$ cat src/rtl/bcd_pkg.sv
// Package: shared types and the fixed handler entry table for the
// bytecode fetch-decode-dispatch unit. Assumes a 12-bit byte address.
package bcd_pkg;

    localparam int ADDR_W = 12;
    localparam int DATA_W = 8;
    localparam int GRP_W  = 4;

    typedef enum logic [2:0] {
        ST_FETCH,
        ST_BYTE1,
        ST_BYTE2,
        ST_PAD,
        ST_START,
        ST_WAIT
    } bcd_state_e;

    typedef struct packed {
        logic [GRP_W-1:0]  group;
        logic              native;
        logic [ADDR_W-1:0] entry;
        logic [ADDR_W-1:0] xptr;
        logic [ADDR_W-1:0] yptr;
    } bcd_decode_t;

    // Map a non-zero group code to its handler entry address.
    function automatic logic [ADDR_W-1:0] group_entry(input logic [GRP_W-1:0] g);
        logic [ADDR_W-1:0] e;
        case (g)
            4'h1:    e = 12'h17C;
            4'h2:    e = 12'h175;
            4'h3:    e = 12'h183;
            4'h4:    e = 12'h18B;
            4'h5:    e = 12'h195;
            4'h6:    e = 12'h1B4;
            4'h7:    e = 12'h1B7;
            4'h8:    e = 12'h1BC;
            4'h9:    e = 12'h191;
            4'hA:    e = 12'h1EB;
            4'hB:    e = 12'h1A4;
            4'hC:    e = 12'h1D9;
            4'hD:    e = 12'h070;
            4'hE:    e = 12'h199;
            4'hF:    e = 12'h105;
            default: e = '0;
        endcase
        return e;
    endfunction

endpackage

$ cat src/rtl/bcd_pc.sv
// Module: bytecode program counter.
// Holds the fetch address. It increments by one on request and takes a
// new value on load; load wins over increment. It wraps modulo the
// address space.
module bcd_pc
    import bcd_pkg::*;
#(
    parameter logic [ADDR_W-1:0] RESET_PC = 12'h200
) (
    input  logic              clk,
    input  logic              rst_n,
    input  logic              inc,
    input  logic              load,
    input  logic [ADDR_W-1:0] load_val,
    output logic [ADDR_W-1:0] pc
);

    logic [ADDR_W-1:0] pc_q;

    // Counter update: reset, load, or step by one.
    always_ff @(posedge clk) begin
        if (!rst_n) begin
            pc_q <= RESET_PC;
        end else if (load) begin
            pc_q <= load_val;
        end else if (inc) begin
            pc_q <= pc_q + 1'b1;
        end
    end

    assign pc = pc_q;

endmodule

$ cat src/rtl/bcd_decode.sv
// Module: combinational instruction decoder.
// Takes both instruction bytes and produces the group, native flag,
// entry address and the two operand pointers in the variable page.
// Assumes 8-bit bytes and 12-bit addresses.
module bcd_decode
    import bcd_pkg::*;
#(
    parameter logic [3:0] VPAGE = 4'hF
) (
    input  logic [DATA_W-1:0] byte0,
    input  logic [DATA_W-1:0] byte1,
    output bcd_decode_t       dec
);

    localparam logic [3:0] PTR_BASE = 4'hF;

    logic [GRP_W-1:0] grp;
    logic             is_nat;

    assign grp    = byte0[7:4];
    assign is_nat = (grp == '0);

    // Build the decode record from the two bytes.
    always_comb begin
        dec.group  = grp;
        dec.native = is_nat;
        dec.entry  = is_nat ? {byte0[3:0], byte1} : group_entry(grp);
        dec.xptr   = {VPAGE, PTR_BASE, byte0[3:0]};
        dec.yptr   = {VPAGE, PTR_BASE, byte1[7:4]};
    end

endmodule

$ cat src/rtl/bcd_outreg.sv
// Module: decode result register.
// Captures the decode record on load. The operand pointers are only
// replaced for non-native groups; a native call keeps the old ones.
module bcd_outreg
    import bcd_pkg::*;
(
    input  logic        clk,
    input  logic        rst_n,
    input  logic        load,
    input  bcd_decode_t dec_in,
    output bcd_decode_t dec_q
);

    bcd_decode_t q;

    // Group, entry and native flag: captured on every load.
    always_ff @(posedge clk) begin
        if (!rst_n) begin
            q.group  <= '0;
            q.native <= 1'b0;
            q.entry  <= '0;
        end else if (load) begin
            q.group  <= dec_in.group;
            q.native <= dec_in.native;
            q.entry  <= dec_in.entry;
        end
    end

    // Operand pointers: captured only for table-dispatched groups.
    always_ff @(posedge clk) begin
        if (!rst_n) begin
            q.xptr <= '0;
            q.yptr <= '0;
        end else if (load && !dec_in.native) begin
            q.xptr <= dec_in.xptr;
            q.yptr <= dec_in.yptr;
        end
    end

    assign dec_q = q;

endmodule

$ cat src/rtl/bcd_ctrl.sv
// Module: fetch sequencer.
// Runs fetch, second-byte read, decode capture, latency padding, start
// and wait. A cycle counter that restarts at every fetch sets the start
// cycle from the group's latency. Assumes memory returns data one cycle
// after the request and both latencies are at least 5.
module bcd_ctrl
    import bcd_pkg::*;
#(
    parameter int LAT_NATIVE = 40,
    parameter int LAT_TABLE  = 68
) (
    input  logic              clk,
    input  logic              rst_n,
    input  logic [DATA_W-1:0] rdata,
    input  logic              handler_done,
    output logic              mem_rd,
    output logic              pc_inc,
    output logic              resume,
    output logic              out_load,
    output logic              start,
    output logic              waiting,
    output logic [DATA_W-1:0] byte0
);

    localparam int LAT_MAX = (LAT_NATIVE > LAT_TABLE) ? LAT_NATIVE : LAT_TABLE;
    localparam int CNT_W   = $clog2(LAT_MAX + 1);
    localparam logic [CNT_W-1:0] LAST_NAT = CNT_W'(LAT_NATIVE - 1);
    localparam logic [CNT_W-1:0] LAST_TAB = CNT_W'(LAT_TABLE - 1);

    bcd_state_e        state_q, state_d;
    logic [CNT_W-1:0]  cnt_q;
    logic [DATA_W-1:0] byte0_q;
    logic              nat_q;
    logic              first_is_nat;
    logic [CNT_W-1:0]  last_cnt;

    assign first_is_nat = (rdata[7:4] == '0);
    assign last_cnt     = nat_q ? LAST_NAT : LAST_TAB;

    // Next-state selection for the fetch/decode/dispatch sequence.
    always_comb begin
        state_d = state_q;
        case (state_q)
            ST_FETCH: state_d = ST_BYTE1;
            ST_BYTE1: state_d = ST_BYTE2;
            ST_BYTE2: state_d = ST_PAD;
            ST_PAD:   if (cnt_q == last_cnt) state_d = ST_START;
            ST_START: state_d = ST_WAIT;
            ST_WAIT:  if (handler_done) state_d = ST_FETCH;
            default:  state_d = ST_FETCH;
        endcase
    end

    // State register.
    always_ff @(posedge clk) begin
        if (!rst_n) begin
            state_q <= ST_FETCH;
        end else begin
            state_q <= state_d;
        end
    end

    // Latency counter: zero in the fetch cycle, counts every later cycle.
    always_ff @(posedge clk) begin
        if (!rst_n) begin
            cnt_q <= '0;
        end else if (state_d == ST_FETCH) begin
            cnt_q <= '0;
        end else if (state_q != ST_WAIT) begin
            cnt_q <= cnt_q + 1'b1;
        end
    end

    // Capture the first byte and its native-call flag.
    always_ff @(posedge clk) begin
        if (!rst_n) begin
            byte0_q <= '0;
            nat_q   <= 1'b0;
        end else if (state_q == ST_BYTE1) begin
            byte0_q <= rdata;
            nat_q   <= first_is_nat;
        end
    end

    assign mem_rd   = (state_q == ST_FETCH) || (state_q == ST_BYTE1);
    assign pc_inc   = (state_q == ST_FETCH) || ((state_q == ST_BYTE1) && first_is_nat);
    assign out_load = (state_q == ST_BYTE2);
    assign start    = (state_q == ST_START);
    assign waiting  = (state_q == ST_WAIT);
    assign resume   = waiting && handler_done;
    assign byte0    = byte0_q;

endmodule

$ cat src/rtl/bcd_dispatch.sv
// Module: bytecode fetch-decode-dispatch unit (top).
// Fetches two-byte instructions, decodes the group and operands, and
// starts the group handler or a native routine after a fixed latency.
// Assumes a synchronous byte memory with one cycle of read latency.
module bcd_dispatch
    import bcd_pkg::*;
#(
    parameter logic [11:0] RESET_PC   = 12'h200,
    parameter logic [3:0]  VPAGE      = 4'hF,
    parameter int          LAT_NATIVE = 40,
    parameter int          LAT_TABLE  = 68
) (
    input  logic        clk,
    input  logic        rst_n,
    output logic [11:0] mem_addr,
    output logic        mem_rd,
    input  logic [7:0]  mem_rdata,
    output logic        hdl_start,
    output logic [11:0] hdl_entry,
    output logic [3:0]  hdl_group,
    output logic        hdl_native,
    output logic [11:0] hdl_xptr,
    output logic [11:0] hdl_yptr,
    input  logic        hdl_done,
    input  logic        pc_load,
    input  logic [11:0] pc_load_val
);

    logic              pc_inc;
    logic              resume;
    logic              out_load;
    logic              waiting;
    logic [DATA_W-1:0] byte0;
    logic [ADDR_W-1:0] pc;
    bcd_decode_t       dec_comb;
    bcd_decode_t       dec_q;

    bcd_ctrl #(
        .LAT_NATIVE (LAT_NATIVE),
        .LAT_TABLE  (LAT_TABLE)
    ) ctrl_i (
        .clk          (clk),
        .rst_n        (rst_n),
        .rdata        (mem_rdata),
        .handler_done (hdl_done),
        .mem_rd       (mem_rd),
        .pc_inc       (pc_inc),
        .resume       (resume),
        .out_load     (out_load),
        .start        (hdl_start),
        .waiting      (waiting),
        .byte0        (byte0)
    );

    bcd_pc #(
        .RESET_PC (RESET_PC)
    ) pc_i (
        .clk      (clk),
        .rst_n    (rst_n),
        .inc      (pc_inc),
        .load     (resume && pc_load),
        .load_val (pc_load_val),
        .pc       (pc)
    );

    bcd_decode #(
        .VPAGE (VPAGE)
    ) dec_i (
        .byte0 (byte0),
        .byte1 (mem_rdata),
        .dec   (dec_comb)
    );

    bcd_outreg out_i (
        .clk    (clk),
        .rst_n  (rst_n),
        .load   (out_load),
        .dec_in (dec_comb),
        .dec_q  (dec_q)
    );

    assign mem_addr   = pc;
    assign hdl_entry  = dec_q.entry;
    assign hdl_group  = dec_q.group;
    assign hdl_native = dec_q.native;
    assign hdl_xptr   = dec_q.xptr;
    assign hdl_yptr   = dec_q.yptr;

endmodule

$ cat config.mk
export PLATFORM = sky130hd
export DESIGN_NAME = bcd_dispatch
export DESIGN_NICKNAME = d
export VERILOG_FILES = /design/src/rtl/bcd_pkg.sv /design/src/rtl/bcd_pc.sv /design/src/rtl/bcd_decode.sv /design/src/rtl/bcd_outreg.sv /design/src/rtl/bcd_ctrl.sv /design/src/rtl/bcd_dispatch.sv
export SDC_FILE = /design/constraint.sdc
export NUM_CORES = 1
export LEC_CHECK = 0
export BUFFER_PORTS_ARGS = -buffer_cell sky130_fd_sc_hd__buf_2
export CORE_AREA = 2 2 115 117
export CTS_BUF_LIST = sky130_fd_sc_hd__clkbuf_8 sky130_fd_sc_hd__clkbuf_16
export DETAILED_ROUTE_END_ITERATION = 10
export DIE_AREA = 0 0 117 119
export HOLD_SLACK_MARGIN = 0.12
export PLACE_DENSITY = 0.42
export SETUP_SLACK_MARGIN = 0.5
export SYNTH_ARGS = -nofsm -noshare
export SYNTH_HDL_FRONTEND = slang
export SYNTH_SLANG_ARGS = --single-unit
$ cat constraint.sdc
create_clock -name clk -period 3.1 [get_ports clk]
set_input_delay 0.465 -clock clk [delete_from_list [all_inputs] [get_ports clk]]
set_output_delay 0.465 -clock clk [all_outputs]
set_load 0.02 [all_outputs]
After elaboration in Yosys (flattened, before gate mapping)
Memory sizes are Yosys's and may differ from the RTL's. A register that Yosys moved wholly into a read port is not among the register bits.
Index checks and enable logic that the tools add are counted.
{"block": "op_classes", "bitwise_logic": 1, "n_div": 0, "mux": 9, "eq_ne": 7, "n_mul": 0, "n_reduce_logical": 13, "n_addsub": 2, "magnitude_cmp": 0, "shifts": 0}
{"op": "$mux W12", "n": 3}
{"op": "$pmux W3 S6", "n": 1}
{"op": "$add A12 B1 Y12 const B", "n": 1}
{"op": "$logic_not A4 Y1", "n": 2}
{"op": "$mux W4", "n": 2}
{"op": "$add A7 B1 Y7 const B", "n": 1}
{"op": "$eq A7 B7 Y1", "n": 1}
{"op": "$mux W7", "n": 1}
{"op": "$eq A3 B2 Y1 const B", "n": 2}
{"op": "$eq A3 B3 Y1 const B", "n": 2}
{"op": "$logic_not A3 Y1", "n": 2}
{"op": "$mux W3", "n": 2}
{"op": "$logic_and A1 B1 Y1", "n": 4}
{"op": "$eq A3 B1 Y1 const B", "n": 1}
{"op": "$ne A3 B3 Y1 const B", "n": 1}
{"op": "$logic_or A1 B1 Y1", "n": 2}
{"op": "$reduce_bool A2 Y1", "n": 1}
{"op": "$reduce_or A2 Y1", "n": 1}
{"op": "$logic_not A1 Y1", "n": 1}
{"op": "$not A1 Y1", "n": 1}
{"block": "totals", "out_inout_bits": 55, "ramBits": 0, "latchBits": 0, "n_memories": 1, "romBits": 144, "input_bits": 24, "wordCells": 43, "ff_bits": 58}
{"memory": "(no name shown)", "words": 16, "word_bits": 9, "read_ports": 1, "rd_clocked_by_memory_dff": 1, "wr": 0, "line": "bcd_pkg.sv:29", "text": "case (g)"}

Depth between registers and ports, before layout
Gate-level depths: netlist of run 1.
{"block": "logic_depth", "ltp_word": 6, "depth_mapped": 9, "ltp_nobuf": 8}

By module
A second synthesis of run 1 with hierarchy kept.
{"block": "unflattened", "cells_unflattened": 425, "hier_area_um2": 3822.4}
{"mod": "bcd_outreg", "n_inst": 1, "area_per_inst_um2": 1631.6, "seq_area_each_um2": 820.8, "cells_each": 160}
{"mod": "bcd_ctrl", "n_inst": 1, "area_per_inst_um2": 884.6, "seq_area_each_um2": 380.4, "cells_each": 92}
{"mod": "bcd_pc", "n_inst": 1, "area_per_inst_um2": 663.1, "seq_area_each_um2": 240.2, "cells_each": 79}
{"mod": "bcd_decode", "n_inst": 1, "area_per_inst_um2": 636.9, "seq_area_each_um2": 0.0, "cells_each": 93}
{"mod": "bcd_dispatch", "n_inst": 1, "area_per_inst_um2": 6.3, "seq_area_each_um2": 0.0, "cells_each": 1}

Least setup slack after synthesis of run 1
OpenSTA, ideal clock, no wires.
{"block": "synth_path", "path_type": "input to register", "from": "input rst_n", "to": "register (tool-made name)", "cell_stages": 7, "t_arrival_ps": 2276, "setup_slack_ps": 689, "path_buffers": 2, "cell_sequence": "clkbuf_1 -> inv_1 -> clkbuf_1 -> nor2_1 -> inv_1 -> ha_1 -> mux4_2"}
{"item": "start: declaration", "line": "bcd_dispatch.sv:14", "text": "input logic rst_n,"}

==> impl_metrics.env, run 1 <==
export IMPL_rows=42
export IMPL_finalClockSkew_ps=6.079
export IMPL_setup_viol=0
export IMPL_ys_async_sr_fraction=0
export IMPL_place_congestion=0.8035
export IMPL_synthToLayoutAreaGrowth_pct=26.12
export IMPL_syn_inst=347
export IMPL_synth_top_family_by_area="simple AND/OR/NAND/NOR gates"
export IMPL_grt_pass1_vias=2445
export IMPL_die_y_um=119
export IMPL_end_kind="flip-flop"
export IMPL_yosys_area_top_type="dfxtp_1"
export IMPL_ios=79
export IMPL_antenna_found_initial=0
export IMPL_io_buffers=78
export IMPL_hold_violations=0
export IMPL_cts_num_sinks=66
export IMPL_hold_buffers=0
export IMPL_synth_top_cell_area_share=0.4256
export IMPL_yosys_warnings=0
export IMPL_numCtsBuffers=9
export IMPL_slew_violations=0
export IMPL_fin_cells=590
export IMPL_grt_max_degree=42
export IMPL_start_util=0.2411
export IMPL_startpoint="ctrl_i.state_q[2]"
export IMPL_htree_levels=3
export IMPL_yosys_area_share_simple=0.1898
export IMPL_coreArea_um2=12870
export IMPL_timing_fmax_mhz=421.9
export IMPL_status="complete, no violations"
export IMPL_worstHoldStart="pc_load_val[9]"
export IMPL_ys_seq_area_frac=0.4256
export IMPL_ys_flop_type="dfxtp_1"
export IMPL_arrival_ps=2570
export IMPL_hold_class="input port to flip-flop"
export IMPL_vias_per_cell=4.329
export IMPL_synth_seq_cells=66
export IMPL_grt_busiest_layer="met2"
export IMPL_crit_required_ps=3300
export IMPL_drc=0
export IMPL_rsz0062_at_grt="false"
export IMPL_dp_cells=574
export IMPL_grt_use_met2=0.1828
export IMPL_cp_max_fo=12
export IMPL_yosysUniqueCellTypes=52
export IMPL_track_usage=0.1175
export IMPL_crit_type="flip-flop to flip-flop"
export IMPL_syn_nets=381
export IMPL_cts_clk_slew_worst_paths_ps=60
export IMPL_first_pass_iters=4
export IMPL_leakagePower_nw=1.672
export IMPL_wirelength_mm=7.856
export IMPL_final_util=0.3041
export IMPL_die_area_um2=13920
export IMPL_cap_violations=0
export IMPL_worst_pin_slew_ps=781.3
export IMPL_finalCriticalPeriod_ps=2370
export IMPL_overflow=0
export IMPL_clk_path_buf_depth=2
export IMPL_drt_iter0_markers=96
export IMPL_slew_headroom=0.4791
export IMPL_synth_edff_count=0
export IMPL_fin_crit_sh=0.7646
export IMPL_layout_nets=443
export IMPL_drive_above_1_share=0.2681
export IMPL_place_hpwl_mm=5.771
export IMPL_cts_root_buf="clkbuf_16"
export IMPL_clk_latency_ps=330
export IMPL_syn_area_um2=3104
export IMPL_postCtsSetupRepairBufs=0
export IMPL_power_mw=2.342
export IMPL_cts_tree="built"
export IMPL_vias=2554
export IMPL_die_w_um=117
export IMPL_r2r_start="ctrl_i.state_q[2]"
export IMPL_grt_pass1_wl_mm=12.63
export IMPL_wl_per_cell_um=13.32
export IMPL_avgSynthCellArea_um2=8.946
export IMPL_start_kind="flip-flop"
export IMPL_r2r_setup_slack_ps=730
export IMPL_antenna_left=0
export IMPL_grt_use_met1=0.1557
export IMPL_yosys_mux_area_fraction=0.09150
export IMPL_num_antenna_cells=0
export IMPL_synthAdderAreaFrac=0.04031
export IMPL_synth_compound_area_frac=0.1378
export IMPL_synth_xor_area_frac=0.03950
export IMPL_setup_tns_final_ps=0
export IMPL_use_met3=0.02850
export IMPL_peakVddDrop_mv=0.2001
export IMPL_power_density_nw_per_um2=598.2
export IMPL_synth_area_leaders="dfxtp_1 43%, mux2i_1 8.1%, nand2_1 5.4%"
-- area by class of cell --
type | count | area [µm²]
clock buffer | 9 | 225.2
clock inverter | 7 | 93.84
fill | 1371 | 8960
inverter | 12 | 45.04
multi-input combinational | 235 | 1567
sequential | 66 | 1321
tap | 176 | 220.2
timing repair buffer | 85 | 442.9
-- logic make-up (layout without fill, tap and decap cells) --
kind of cell	Yosys count	in the layout
compound gates	66	66
xor+xnor	14	14
fa+ha+maj	10	10
buf+inv	46	113
flops	66	66
mux	27	27
simple gates	118	118
-- cells in the mapped netlist, types with 4 or more instances --
master / number
xor2_1: 13
o21ai_1: 4
nor2_1: 32
a211oi_1: 13
buf_2: 4
mux2i_1: 25
clkbuf_1: 14
dfxtp_1: 66
nand4_1: 7
nand3_1: 5
a21oi_1: 25
o21ai_0: 8
and2_1: 4
inv_1: 11
buf_4: 15
ha_1: 10
nand2_1: 45
-- where the power goes --
part | internal (mW) | switching (mW) | leakage [nW]
Sequential | 0.902 | 0.0384 | 0.538
Clock | 0.702 | 0.379 | 0.151
Combinational | 0.124 | 0.196 | 0.982
-- critical path: stages (launching register included) --
cell	delay [ps]
dfxtp_1	420
nor3b_1	260
buf_4	210
mux2i_1	240
nor2_1	60
buf_4	160
inv_1	130
ha_1	290
mux4_2	460
-- stage by stage --
stage	hold WS, ps	setup WS [ps]	area (µm²)
after floorplan	443.9	689.4	3104
after global placement	441.0	791.7	3590
after detailed placement	445.1	636.2	3590
after CTS	394.7	630.4	3909
after global routing	401.9	592.5	3915
final	401.6	729.9	3915
-- per-layer routing --
layer,routed length [µm],vias to the layer above
met5,0,-
met2,3597,48
met4,105,0
met1,3837,1182
li1,-,1318
met3,316,6
-- final timing paths --
path              depth (start not counted)         endpoint
hold / removal                            2       pc_i.pc[9]
hold reg to reg                           2  out_i.dec_q[38]
setup / recovery                          8        flip-flop
setup reg to reg                          8        flip-flop
-- placed cells by master (no fill, tap or decap), types with 2 or more instances in the layout --
master / instances
nand2_1: 45
clkbuf_16: 9
mux2i_1: 25
bufinv_16: 2
buf_2: 78
and2_1: 4
dfxtp_1: 66
nor3b_1: 2
nor4bb_1: 2
inv_1: 11
a21oi_1: 25
clkinvlp_4: 2
buf_4: 7
nor3_1: 2
ha_1: 10
o21ai_0: 8
or4_1: 2
o21ai_1: 4
nor2_1: 32
a22oi_1: 3
nand4_1: 7
a31oi_1: 2
nand3_1: 5
or3_1: 2
clkinv_2: 2
xor2_1: 13
a211oi_1: 13
-- repair_timing --
action,in CTS,in global routing
endpoints found under the hold margin,0,0
gates resized for setup,0,1
endpoints found under the setup margin,0,1
(Power assumes the default switching activity.)
==> run 2, diff against run 1 <==
- PLACE_DENSITY: 0.42 -> 0.44
- clock period: 3.1 -> 1.9 ns (I/O delays scaled with it)
==> run 2 against run 1 <==
Final area rose by 26%. Maximum frequency increased by 27%. Critical path depth decreased by 1.
==> impl_metrics.env, run 2 (synthesis gave the netlist of run 1 again) <==
export IMPL_status="complete, no violations"
export IMPL_place_congestion=0.7351
export IMPL_ios=79
export IMPL_leakagePower_nw=2.076
export IMPL_htree_levels=3
export IMPL_hold_violations=0
export IMPL_setup_ws_ps=33.81
export IMPL_hold_path_end="pc_i.pc[1]"
export IMPL_overflow=0
export IMPL_crit_family="multiplexers"
export IMPL_drive_above_1_share=0.5541
export IMPL_fill_cells=1292
export IMPL_cp_max_fo=5
export IMPL_num_antenna_cells=0
export IMPL_worstHoldStart="pc_load_val[1]"
export IMPL_end_kind="flip-flop"
export IMPL_r2r_cells=7
export IMPL_layout_commonest_cell="buf_2"
export IMPL_peakVddDrop_mv=0.4079
export IMPL_track_usage=0.1243
export IMPL_fin_cells=638
export IMPL_r2r_start="ctrl_i.state_q[1]"
export IMPL_grt_max_degree=27
export IMPL_p_seq_frac=0.387
export IMPL_slowest_stage="mux4_2"
export IMPL_p_sw_frac=0.2801
export IMPL_cap_violations=0
export IMPL_drt_iter0_markers=125
export IMPL_cts_num_sinks=66
export IMPL_vias=2839
export IMPL_synthToLayoutAreaGrowth_pct=58.81
export IMPL_worst_pin_slew_ps=435.1
export IMPL_p_sw_mw=1.125
export IMPL_crit_type="flip-flop to flip-flop"
export IMPL_die_w_um=117
export IMPL_path_cells="nor3b_2 > buf_6 > mux2i_4 > nor2_4 > inv_4 > ha_4 > mux4_2"
export IMPL_coreArea_um2=12870
export IMPL_vias_per_cell=4.450
export IMPL_combPwrFrac=0.201
export IMPL_finalClockSkew_ps=7.698
export IMPL_start_kind="flip-flop"
export IMPL_slew_violations=0
export IMPL_cts_clk_slew_worst_paths_ps=60
export IMPL_first_pass_iters=4
export IMPL_crit_required_ps=2100
export IMPL_drc=0
export IMPL_cpPeakStageDelay_ps=430
export IMPL_antenna_left=0
export IMPL_hold_class="input port to flip-flop"
export IMPL_timing_fmax_mhz=535.9
export IMPL_startpoint="ctrl_i.state_q[1]"
export IMPL_die_y_um=119
export IMPL_setup_viol=0
export IMPL_place_hpwl_mm=6.122
export IMPL_layout_nets=492
export IMPL_rows=42
export IMPL_grt_pass1_vias=2617
export IMPL_slew_headroom=0.7089
export IMPL_dp_cells=594
export IMPL_holdPathStages=3
export IMPL_rsz0062_at_grt="true"
export IMPL_p_int_mw=2.890
export IMPL_r2r_setup_slack_ps=30
export IMPL_start_util=0.2411
export IMPL_finalCriticalPeriod_ps=1866
export IMPL_grt_pass1_wl_mm=13.42
export IMPL_numCtsBuffers=9
export IMPL_antenna_found_initial=0
export IMPL_multi_input_area_um2=2067
export IMPL_post_place_ws_ps=2.313
export IMPL_clk_latency_ps=330
export IMPL_hold_buffers=0
export IMPL_wl_per_cell_um=13.80
export IMPL_cts_root_buf="clkbuf_16"
export IMPL_io_buffers=78
export IMPL_clk_path_buf_depth=2
export IMPL_wirelength_mm=8.805
export IMPL_crit_buf_inv=2
export IMPL_cts_tree="built"
export IMPL_arrival_ps=2070
export IMPL_fin_crit_sh=0.9822
export IMPL_clkPwrFrac=0.412
export IMPL_power_density_nw_per_um2=814.3
export IMPL_final_cell_mix="76 x buf_2, 54 x dfxtp_1, 32 x nand2_1"
export IMPL_seq_area_um2=1339
export IMPL_die_area_um2=13920
run 2: power groups by stage:
stage	clock [mW]	sequential [mW]	combinational, mW
5_1_grt	1.74	1.57	0.881
6_report	1.65	1.55	0.807
4_1_cts	1.69	1.54	0.681
2_1_floorplan	0	1.59	0.381
3_3_place_gp	0	1.56	0.610
3_5_place_dp	0	1.57	0.611
run 2: worst reg2reg max path: stages, from the launching register on:
cell and delay (ps):
dfxtp_2 320, nor3b_2 200, buf_6 160, mux2i_4 260
nor2_4 70, inv_4 90, ha_4 210, mux4_2 430
run 2: worst max path at each step:
stage	end	slack, ps	cells after the start
finish	flip-flop	30	7
global route	flip-flop	-30	9
CTS	flip-flop	30	7
detailed placement	flip-flop	2	9
global placement	flip-flop	20	9
floorplan	flip-flop	50	9
run 2: final cells by class:
cell class                 count  area share
clock inverter                 5     0.01142
clock buffer                  10     0.04848
inverter                      12     0.01218
tap                          176     0.04467
multi-input combinational    236      0.4193
sequential                    66      0.2716
timing repair buffer         133      0.1924
run 2: timing repair:
action | CTS | global route
cloned | 1 | 1
endpoints found under the setup margin | 65 | 63
buffers inserted | 12 | 15
hold endpoints to repair | 0 | 0
pin swaps | 12 | 46
gates resized for setup | 29 | 124
run 2: through the flow:
| stage | power [mW] | hold WS, ps | TNS (ps) | cell area (µm²) | utilization |
|---|---|---|---|---|---|
| after detailed placement | 2.176 | 444.6 | 0 | 3861 | 0.2999 |
| after global placement | 2.173 | 441.5 | 0 | 3861 | 0.2999 |
| after CTS | 3.910 | 208.1 | 0 | 4358 | 0.3385 |
| final | 4.014 | 217.8 | 0 | 4930 | 0.3829 |
| after global routing | 4.186 | 221.3 | -98.32 | 4930 | 0.3829 |
| after floorplan | 1.974 | 421.0 | 0 | 3234 | - |
run 2: layer usage:
metal  track usage  vias to the layer above  wire (µm)
met3       0.03664                        7        397
li1              -                     1431          -
met2        0.1904                       59       4160
met1        0.1614                     1342       4111
met5             0                        -          0
met4       0.05368                        0        136
==> run 3, diff against run 2 <==
- PLACE_DENSITY: 0.44 -> unset
==> run 3 against run 2 <==
Largest power group unchanged. Highest routed layer unchanged. Cell count grew 0.63%. Wire length up 5.6%. Worst setup slack got worse by 26 ps.
==> impl_metrics.env, run 3 (synthesis gave the netlist of run 1 again) <==
export IMPL_dp_cells=590
export IMPL_fill_cells=1232
export IMPL_cts_clk_slew_worst_paths_ps=60
export IMPL_wl_per_cell_um=14.49
export IMPL_final_cell_mix="76 x buf_2, 55 x dfxtp_1, 39 x buf_4"
export IMPL_antenna_left=0
export IMPL_first_pass_iters=4
export IMPL_die_area_um2=13920
export IMPL_peakVddDrop_mv=0.3285
export IMPL_setup_viol=0
export IMPL_setup_tns_final_ps=0
export IMPL_status="complete, no violations"
export IMPL_crit_type="flip-flop to flip-flop"
export IMPL_clk_path_buf_depth=2
export IMPL_startpoint="ctrl_i.state_q[0]"
export IMPL_grt_pass1_vias=2819
export IMPL_coreArea_um2=12870
export IMPL_cts_root_buf="clkbuf_16"
export IMPL_fin_crit_sh=0.9958
export IMPL_start_kind="flip-flop"
export IMPL_drc=0
export IMPL_wirelength_mm=9.300
export IMPL_end_kind="flip-flop"
export IMPL_slew_violations=0
export IMPL_htree_levels=3
export IMPL_grt_pass1_wl_mm=13.80
export IMPL_leakagePower_nw=2.053
export IMPL_synthToLayoutAreaGrowth_pct=57.88
export IMPL_die_w_um=117
export IMPL_timing_hold_ws_ps=220.7
export IMPL_hold_violations=0
export IMPL_vias_per_cell=4.583
export IMPL_ios=79
export IMPL_crit_required_ps=2110
export IMPL_vias=2942
export IMPL_hold_buffers=0
export IMPL_final_util=0.3807
export IMPL_worst_pin_slew_ps=525.8
export IMPL_finalClockSkew_ps=6.469
export IMPL_post_place_ws_ps=-19.79
export IMPL_antenna_found_initial=0
export IMPL_layout_commonest_cell="buf_2"
export IMPL_clk_latency_ps=340
export IMPL_layout_nets=495
export IMPL_rsz0062_at_grt="true"
export IMPL_fin_cells=642
export IMPL_hold_class="input port to flip-flop"
export IMPL_place_hpwl_mm=6.040
export IMPL_cts_num_sinks=66
export IMPL_io_buffers=78
export IMPL_num_antenna_cells=0
export IMPL_cp_max_fo=5
export IMPL_drive_above_1_share=0.5279
export IMPL_die_y_um=119
export IMPL_r2r_start="ctrl_i.state_q[0]"
export IMPL_slew_headroom=0.6471
export IMPL_start_util=0.2411
export IMPL_track_usage=0.1268
export IMPL_cts_tree="built"
export IMPL_numCtsBuffers=9
export IMPL_overflow=0
export IMPL_grt_max_degree=28
export IMPL_place_congestion=0.7768
export IMPL_arrival_ps=2100
export IMPL_finalCriticalPeriod_ps=1892
export IMPL_drt_iter0_markers=145
export IMPL_cap_violations=0
export IMPL_timing_fmax_mhz=528.5
export IMPL_power_density_nw_per_um2=843.3
export IMPL_rows=42
export IMPL_worstHoldStart="pc_load_val[4]"
export IMPL_setup_ws_ps=7.895
==> run 3: final timing paths <==
path / cells after the start / end / slack (ps)
max reg2reg: 7 / flip-flop / 8
min: 3 / pc_i.pc[4] / 220
min reg2reg: 2 / out_i.dec_q[13] / 450
max: 7 / flip-flop / 8
==> run 3: routing by layer <==
layer | wire (µm) | up-vias | track usage
met3 | 416 | 14 | 0.03359
li1 | - | 1427 | -
met2 | 4727 | 74 | 0.2099
met5 | 0 | - | 0
met4 | 157 | 0 | 0.04926
met1 | 3999 | 1427 | 0.1554
==> run 3: critical path: stages, from the launching register on <==
cell and delay [ps]:
dfxtp_2 310, nor3b_2 140, buf_4 160, mux2i_4 200, nor2_4 210, inv_4 80
ha_4 230, mux4_2 430
==> run 3: repair_timing <==
item,4_1_cts,5_1_grt
gates cloned,1,3
gates resized for setup,44,68
endpoints found under the setup margin,64,60
pin swaps,19,37
buffers inserted,17,15
==> run 3: layout make-up <==
cell class	count	area [µm²]	area share
multi-input combinational	236	2001	0.4082
timing repair buffer	136	970.9	0.1981
clock inverter	7	93.84	0.01915
sequential	66	1338	0.2729
clock buffer	9	225.2	0.04595
inverter	12	52.55	0.01072
tap	176	220.2	0.04493
==> run 3: metrics by stage <==
step / total power, mW / area [µm²]
final: 4.133 / 4901
after CTS: 4.019 / 4446
after floorplan: 1.974 / 3234
after global placement: 2.154 / 3831
after detailed placement: 2.169 / 3831
after global routing: 4.305 / 4901
==> run 3: where the power goes <==
group / switching (mW) / internal, mW / leakage (nW)
clock: 0.640 / 1.15 / 0.157
combinational: 0.430 / 0.370 / 1.35
sequential: 0.0687 / 1.48 / 0.543
